### config.mk
export PLATFORM = sky130hd
export DESIGN_NAME = simd_addsub_unit
export DESIGN_NICKNAME = d
export VERILOG_FILES = /design/src/rtl/simd_addsub_pkg.sv /design/src/rtl/simd_seg_adder.sv /design/src/rtl/simd_sat_stage.sv /design/src/rtl/simd_addsub_unit.sv
export SDC_FILE = /design/constraint.sdc
export NUM_CORES = 2
export LEC_CHECK = 0
export BUFFER_PORTS_ARGS = -buffer_cell sky130_fd_sc_hd__buf_4
export CORE_AREA = 2 2 313 315
export CTS_BUF_LIST = sky130_fd_sc_hd__clkbuf_8
export CTS_CLUSTER_DIAMETER = 200
export CTS_CLUSTER_SIZE = 28
export DETAILED_ROUTE_END_ITERATION = 8
export DIE_AREA = 0 0 315 317
export GPL_TIMING_DRIVEN = 0
export SYNTH_ARGS = -nofsm -noshare
export SYNTH_HDL_FRONTEND = slang
export SYNTH_SLANG_ARGS = --single-unit
### constraint.sdc
create_clock -name clk -period 76 [get_ports clk]
set_clock_uncertainty 0.05 [all_clocks]
set_input_delay 19 -clock clk [delete_from_list [all_inputs] [get_ports clk]]
set_output_delay 19 -clock clk [all_outputs]
set_load 0.02 [all_outputs]
### src/rtl/simd_addsub_pkg.sv
package simd_addsub_pkg;

  typedef enum logic [1:0] {
    ESZ_8  = 2'd0,
    ESZ_16 = 2'd1,
    ESZ_32 = 2'd2,
    ESZ_64 = 2'd3
  } esz_e;

  typedef enum logic [1:0] {
    AM_WRAP = 2'd0,
    AM_SSAT = 2'd1,
    AM_USAT = 2'd2,
    AM_RSVD = 2'd3
  } amode_e;

  // True when byte index idx starts a new element at width code sz.
  function automatic logic lane_edge(input int unsigned idx, input logic [1:0] sz);
    return (idx & ((32'd1 << sz) - 32'd1)) == 32'd0;
  endfunction

  // Decides whether a lane leaves its range, and in which direction.
  // Returns {overflow, clamp_high}.
  //   sa, sb, ss : top bits of opa lane, opb lane and the wrapped result
  //   co         : carry out of the lane (no-borrow when subtracting)
  //   sub        : subtract
  //   sgn        : signed policy
  function automatic logic [1:0] clamp_kind(input logic sa, input logic sb,
                                            input logic ss, input logic co,
                                            input logic sub, input logic sgn);
    logic ovf;
    logic hi;
    if (sgn) begin
      ovf = sub ? ((sa != sb) && (ss != sa)) : ((sa == sb) && (ss != sa));
      hi  = ~sa;
    end else begin
      ovf = sub ? ~co : co;
      hi  = ~sub;
    end
    return {ovf, hi};
  endfunction

endpackage

### src/rtl/simd_seg_adder.sv
module simd_seg_adder
  import simd_addsub_pkg::*;
#(
  parameter int DATA_W = 256
) (
  input  logic [DATA_W-1:0]   a,
  input  logic [DATA_W-1:0]   b,
  input  logic                sub,
  input  logic [1:0]          sz,
  output logic [DATA_W-1:0]   sum,
  output logic [DATA_W/8-1:0] byte_cout
);
  localparam int NB = DATA_W / 8;

  // One 8-bit slice per byte; the carry into a slice is the subtract
  // injection at an element boundary, otherwise the previous slice's carry.
  for (genvar k = 0; k < NB; k++) begin : g_byte
    logic       ci;
    logic       co;
    logic [8:0] t;
    if (k == 0) begin : g_first
      assign ci = sub;
    end else begin : g_rest
      assign ci = lane_edge(k, sz) ? sub : g_byte[k-1].co;
    end
    assign t = {1'b0, a[8*k +: 8]} + {1'b0, b[8*k +: 8] ^ {8{sub}}} + {8'd0, ci};
    assign co = t[8];
    assign sum[8*k +: 8] = t[7:0];
    assign byte_cout[k] = co;
  end

endmodule

### src/rtl/simd_sat_stage.sv
module simd_sat_stage
  import simd_addsub_pkg::*;
#(
  parameter int DATA_W = 256
) (
  input  logic [DATA_W-1:0]   a,
  input  logic [DATA_W-1:0]   b,
  input  logic [DATA_W-1:0]   wsum,
  input  logic [DATA_W/8-1:0] byte_cout,
  input  logic                sub,
  input  logic [1:0]          sz,
  input  logic [1:0]          mode,
  output logic [DATA_W-1:0]   res,
  output logic [DATA_W/8-1:0] flags,
  output logic                illegal
);
  localparam int NB = DATA_W / 8;
  localparam int NH = NB / 2;

  logic              sgn;
  logic              sat_req;
  logic              sat_active;
  logic [DATA_W-1:0] r8;
  logic [DATA_W-1:0] r16;
  logic [NB-1:0]     lane_ovf8;
  logic [NH-1:0]     lane_ovf16;

  assign sgn        = (amode_e'(mode) == AM_SSAT);
  assign sat_req    = (amode_e'(mode) == AM_SSAT) || (amode_e'(mode) == AM_USAT);
  assign sat_active = sat_req && !sz[1];
  assign illegal    = (amode_e'(mode) != AM_WRAP) && !sat_active;

  // Byte lanes: clamp value is {sgn ^ high, {W-1{high}}}.
  for (genvar k = 0; k < NB; k++) begin : g_b8
    logic [1:0] kd;
    assign kd = clamp_kind(a[8*k+7], b[8*k+7], wsum[8*k+7], byte_cout[k], sub, sgn);
    assign r8[8*k +: 8] = kd[1] ? {sgn ^ kd[0], {7{kd[0]}}} : wsum[8*k +: 8];
    assign lane_ovf8[k] = kd[1];
  end

  // Halfword lanes: carry comes from the upper byte of the pair.
  for (genvar h = 0; h < NH; h++) begin : g_h16
    logic [1:0] kd;
    assign kd = clamp_kind(a[16*h+15], b[16*h+15], wsum[16*h+15],
                           byte_cout[2*h+1], sub, sgn);
    assign r16[16*h +: 16] = kd[1] ? {sgn ^ kd[0], {15{kd[0]}}} : wsum[16*h +: 16];
    assign lane_ovf16[h] = kd[1];
  end

  always_comb begin
    res   = wsum;
    flags = '0;
    if (sat_active) begin
      if (esz_e'(sz) == ESZ_8) begin
        res   = r8;
        flags = lane_ovf8;
      end else begin
        res   = r16;
        flags = {{(NB-NH){1'b0}}, lane_ovf16};
      end
    end
  end

endmodule

### src/rtl/simd_addsub_unit.sv
module simd_addsub_unit #(
  parameter int DATA_W = 256
) (
  input  logic                clk,
  input  logic                rst,
  input  logic                in_valid,
  input  logic                op_sub,
  input  logic [1:0]          elem_sz,
  input  logic [1:0]          arith_mode,
  input  logic [DATA_W-1:0]   opa,
  input  logic [DATA_W-1:0]   opb,
  output logic                out_valid,
  output logic [DATA_W-1:0]   result,
  output logic [DATA_W/8-1:0] sat_flags,
  output logic                illegal_combo
);
  localparam int NB = DATA_W / 8;

  logic [DATA_W-1:0] wrap_sum;
  logic [NB-1:0]     byte_cout;
  logic [DATA_W-1:0] lane_res;
  logic [NB-1:0]     lane_flags;
  logic              combo_bad;

  simd_seg_adder #(.DATA_W(DATA_W)) u_adder (
    .a         (opa),
    .b         (opb),
    .sub       (op_sub),
    .sz        (elem_sz),
    .sum       (wrap_sum),
    .byte_cout (byte_cout)
  );

  simd_sat_stage #(.DATA_W(DATA_W)) u_sat (
    .a         (opa),
    .b         (opb),
    .wsum      (wrap_sum),
    .byte_cout (byte_cout),
    .sub       (op_sub),
    .sz        (elem_sz),
    .mode      (arith_mode),
    .res       (lane_res),
    .flags     (lane_flags),
    .illegal   (combo_bad)
  );

  always_ff @(posedge clk) begin
    if (rst) begin
      out_valid     <= 1'b0;
      result        <= '0;
      sat_flags     <= '0;
      illegal_combo <= 1'b0;
    end else begin
      out_valid <= in_valid;
      if (in_valid) begin
        result        <= lane_res;
        sat_flags     <= lane_flags;
        illegal_combo <= combo_bad;
      end
    end
  end

endmodule

==> load_flow_metrics.sql <==
INSERT INTO impl_metrics (metric_group, metric, value, unit) VALUES
('worst_hold_path', 'worstHoldEndpoint', 'result[172]', ''),
('timing', 'tightest_slew', '1648', 'ps'),
('grt', 'grt_start_max_net_pins', '29', ''),
('clock_tree', 'cts.sinks', '290', ''),
('critical_path', 'worst_setup_path_start_kind', 'input port', ''),
('logic_synthesis', 'postSynthNetCount', '4444', ''),
('routing', 'drtPass1Iterations', '6', ''),
('critical_path', 'critPathMaxFanout', '10', ''),
('floorplanning', 'start_util', '29.64', '%'),
('logic_synthesis', 'ys_dominant_reg_cell', 'sky130_fd_sc_hd__dfxtp_1', ''),
('layout', 'fin_nets', '5266', ''),
('critical_path', 'cell_with_the_largest_stage_delay_on_the_worst_path', 'sky130_fd_sc_hd__o41ai_1', ''),
('timing', 'slew_violations', '143', ''),
('critical_path', 'worst-setup-path-type', 'in -> reg', ''),
('clock_tree', 'cts_buffer_depth', '3', ''),
('clock_tree', 'post-cts-setup-buffers', '0', ''),
('timing', 'setup_violations', '0', ''),
('grt', 'gr-max-usage-layer', 'met2', ''),
('floorplanning', 'design.core.area', '96280', 'um^2'),
('layout', 'syn_to_final_growth', '27.89', '%'),
('layout', 'num-fill-cells', '10256', ''),
('floorplanning', 'floorplan.die.width', '315', 'um'),
('critical_path', 'worstReg2RegStart', 'result[98]', ''),
('clock_tree', 'tritoncts_clock_tree', 'yes', ''),
('logic_synthesis', 'share_of_synthesized_area_occupied_by_flip_flops_and_latches', '20.35', '%'),
('grt', 'grt_use_met3', '12.68', '%'),
('worst_hold_path', 'worstHoldPathType', 'reg -> reg', ''),
('floorplanning', 'die_h', '317', 'um'),
('placement', 'place_hpwl', '145500', 'um'),
('layout', 'final_cell_mix', 'sky130_fd_sc_hd__buf_4 (807), sky130_fd_sc_hd__nor2_1 (358), sky130_fd_sc_hd__nand2_1 (323), sky130_fd_sc_hd__xor2_1 (294), sky130_fd_sc_hd__dfxtp_1 (290)', ''),
('critical_path', 'timing.critical_path.from', 'op_sub', ''),
('routing', 'detail_route.wirelength', '185000', 'um'),
('floorplanning', 'fp-row-count', '114', ''),
('worst_hold_path', 'hold_path_startpoint', 'result[172]', ''),
('grt', 'initial_antenna_violation_count', '24', ''),
('critical_path', 'crit_path_end_kind', 'flop', ''),
('critical_path', 'reg2reg_to', 'result[98]', ''),
('placement', 'gp_routability_congestion', '0.9874', ''),
('floorplanning', 'die-area', '99860', 'um^2'),
('timing', 'max_freq', '13.57', 'MHz'),
('status', 'outcome', 'finished, violations left', ''),
('routing', 'drt_drc_violations_left', '0', ''),
('run', 'drv_cap', '13', ''),
('grt', 'gr-total-overflow', '0', ''),
('timing', 'grt_setup_unrepaired', 'false', ''),
('routing', 'antenna_violating_nets_post_route', '0', ''),
('grt', 'grt.met2_usage', '55.67', '%'),
('logic_synthesis', 'flip_flop_and_latch_count_after_synthesis', '290', ''),
('logic_synthesis', 'yosys_warnings', '0', ''),
('status', 'violations', 'capacitance limit, slew limit', ''),
('logic_synthesis', 'async_reset_ff_share', '0', '%'),
('critical_path', 'worst_path_most_repeated_cell', 'sky130_fd_sc_hd__fa_1', ''),
('layout', 'mostFrequentLayoutCell', 'sky130_fd_sc_hd__buf_4', ''),
('logic_synthesis', 'yosysTopAreaCellShare', '20.35', '%'),
('routing', 'post_drt_wl_per_cell', '32.16', 'um'),
('power', 'power_density', '18.31', 'nW/um^2'),
('routing', 'post_detailed_route_via_to_cell_ratio', '5.852', ''),
('clock_tree', 'cts_hold_buffers', '0', ''),
('worst_hold_path', 'worst_hold_path_depth', '2', ''),
('clock_tree', 'cts_repair_resize_count', '0', ''),
('critical_path', 'largest_incremental_delay_on_the_critical_path', '1040', 'ps'),
('power', 'p_leak', '16.05', 'nW'),
('grt', 'global_route.usage.met1', '41.24', '%'),
('power', 'max-vdd-ir-drop', '0.01218', 'mV'),
('logic_synthesis', 'syn_area', '28530', 'um^2'),
('timing', 'layout_setup_ws', '2296', 'ps'),
('clock_tree', 'clock_latency', '680', 'ps'),
('logic_synthesis', 'synth_cell_type_count', '101', ''),
('clock_tree', 'cts_made_buffers', '14', ''),
('placement', 'io_buffers', '801', ''),
('timing', 'final.setup.tns', '0', 'ps');
-- sequential cells by signal, indices dropped and copies added (netlist names) --
| register | cells |
|---|---|
| result | 256 |
| illegal_combo | 1 |
| out_valid | 1 |
| sat_flags | 32 |
-- area by class of cell --
type	count	area [um^2]	share of cell area (%)
Multi-Input combinational cell	3053	21550	59.04
Timing Repair Buffer	806	6061	16.61
Sequential cell	290	5806	15.91
Tap cell	1276	1597	4.375
Buffer	192	832.0	2.280
Inverter	99	371.6	1.018
Clock buffer	15	206.4	0.5657
Antenna cell	19	47.55	0.1303
Clock inverter	2	25.02	0.06858
-- worst max-delay path: cells and delay by family --
| kind | cells | cell delay [ps] |
|---|---|---|
| buffers and inverters | 13 | 4280 |
| adder cells (fa/ha/maj) | 47 | 18560 |
| multiplexers | 2 | 830 |
| AO/OA/AOI/OAI | 92 | 25400 |
| AND/OR/NAND/NOR | 36 | 5740 |
| XOR/XNOR | 1 | 200 |
-- kinds of logic after synthesis --
logic type / synth area share [%]
buffers and inverters: 4.210
DFF: 20.35
adders and majority gates: 14.58
and+or+nand+nor: 20.76
muxes: 1.912
xor gates and xnor gates: 13.66
AOI/OAI and AO/OA: 24.53
-- power by group --
group	switching [mW]	internal (mW)
Sequential	0.0149	0.173
Combinational	0.244	0.152
Clock	0.0645	0.0187
Total	0.324	0.344
-- through the flow --
step | util [%] | area, um^2 | total power [mW] | hold slack (ps) | instances
after global routing | 37.88 | 36470 | 0.6968 | 432.6 | 5743
after global placement | 37.54 | 36140 | 0.5733 | 376.6 | 5711
final | 37.90 | 36490 | 0.6682 | 405.5 | 5752
after floorplan | - | 28530 | 0.4160 | 466.9 | 3634
after detailed placement | 37.58 | 36180 | 0.5762 | 383.4 | 5713
after CTS | 37.82 | 36410 | 0.6591 | 406.4 | 5730
-- per-layer routing --
metal / routed length [um] / vias up
met3: 22190 / 532
met5: 43 / -
li1: - / 14765
met2: 81100 / 2196
met1: 69470 / 16160
met4: 12160 / 6
-- worst max-delay path by stage --
stage                  end  slack, ps
2_1_floorplan  result[240]      18530
3_3_place_gp   result[241]       1980
3_5_place_dp   result[240]       1960
4_1_cts        result[241]       2540
5_1_grt        result[240]        320
6_report       result[241]       2300
-- cells in the mapped netlist, types with 17 or more instances --
cell and number:
sky130_fd_sc_hd__xor2_1 294, sky130_fd_sc_hd__o31ai_1 25, sky130_fd_sc_hd__nand3_1 80, sky130_fd_sc_hd__o21bai_1 19, sky130_fd_sc_hd__o21ai_0 225, sky130_fd_sc_hd__and2_1 28
sky130_fd_sc_hd__a31oi_1 23, sky130_fd_sc_hd__and3_1 27, sky130_fd_sc_hd__a22oi_1 21, sky130_fd_sc_hd__a32o_1 22, sky130_fd_sc_hd__nor2b_1 82, sky130_fd_sc_hd__clkbuf_1 117
sky130_fd_sc_hd__o211ai_1 25, sky130_fd_sc_hd__a311oi_1 22, sky130_fd_sc_hd__inv_1 97, sky130_fd_sc_hd__nor2_1 360, sky130_fd_sc_hd__or2_2 17, sky130_fd_sc_hd__mux2i_1 50
sky130_fd_sc_hd__nand2_1 323, sky130_fd_sc_hd__ha_1 227, sky130_fd_sc_hd__a22o_1 26, sky130_fd_sc_hd__buf_2 47, sky130_fd_sc_hd__or3_1 43, sky130_fd_sc_hd__a21o_1 57
sky130_fd_sc_hd__a21oi_1 234, sky130_fd_sc_hd__a211oi_1 56, sky130_fd_sc_hd__fa_1 63, sky130_fd_sc_hd__dfxtp_1 290, sky130_fd_sc_hd__xnor2_1 151, sky130_fd_sc_hd__nor3_1 83
sky130_fd_sc_hd__buf_1 18, sky130_fd_sc_hd__o21a_1 55, sky130_fd_sc_hd__o22ai_1 34, sky130_fd_sc_hd__nand4_1 20, sky130_fd_sc_hd__nor4_1 20, sky130_fd_sc_hd__nand2b_1 54
Note: power is estimated with default switching activity, not from simulation.
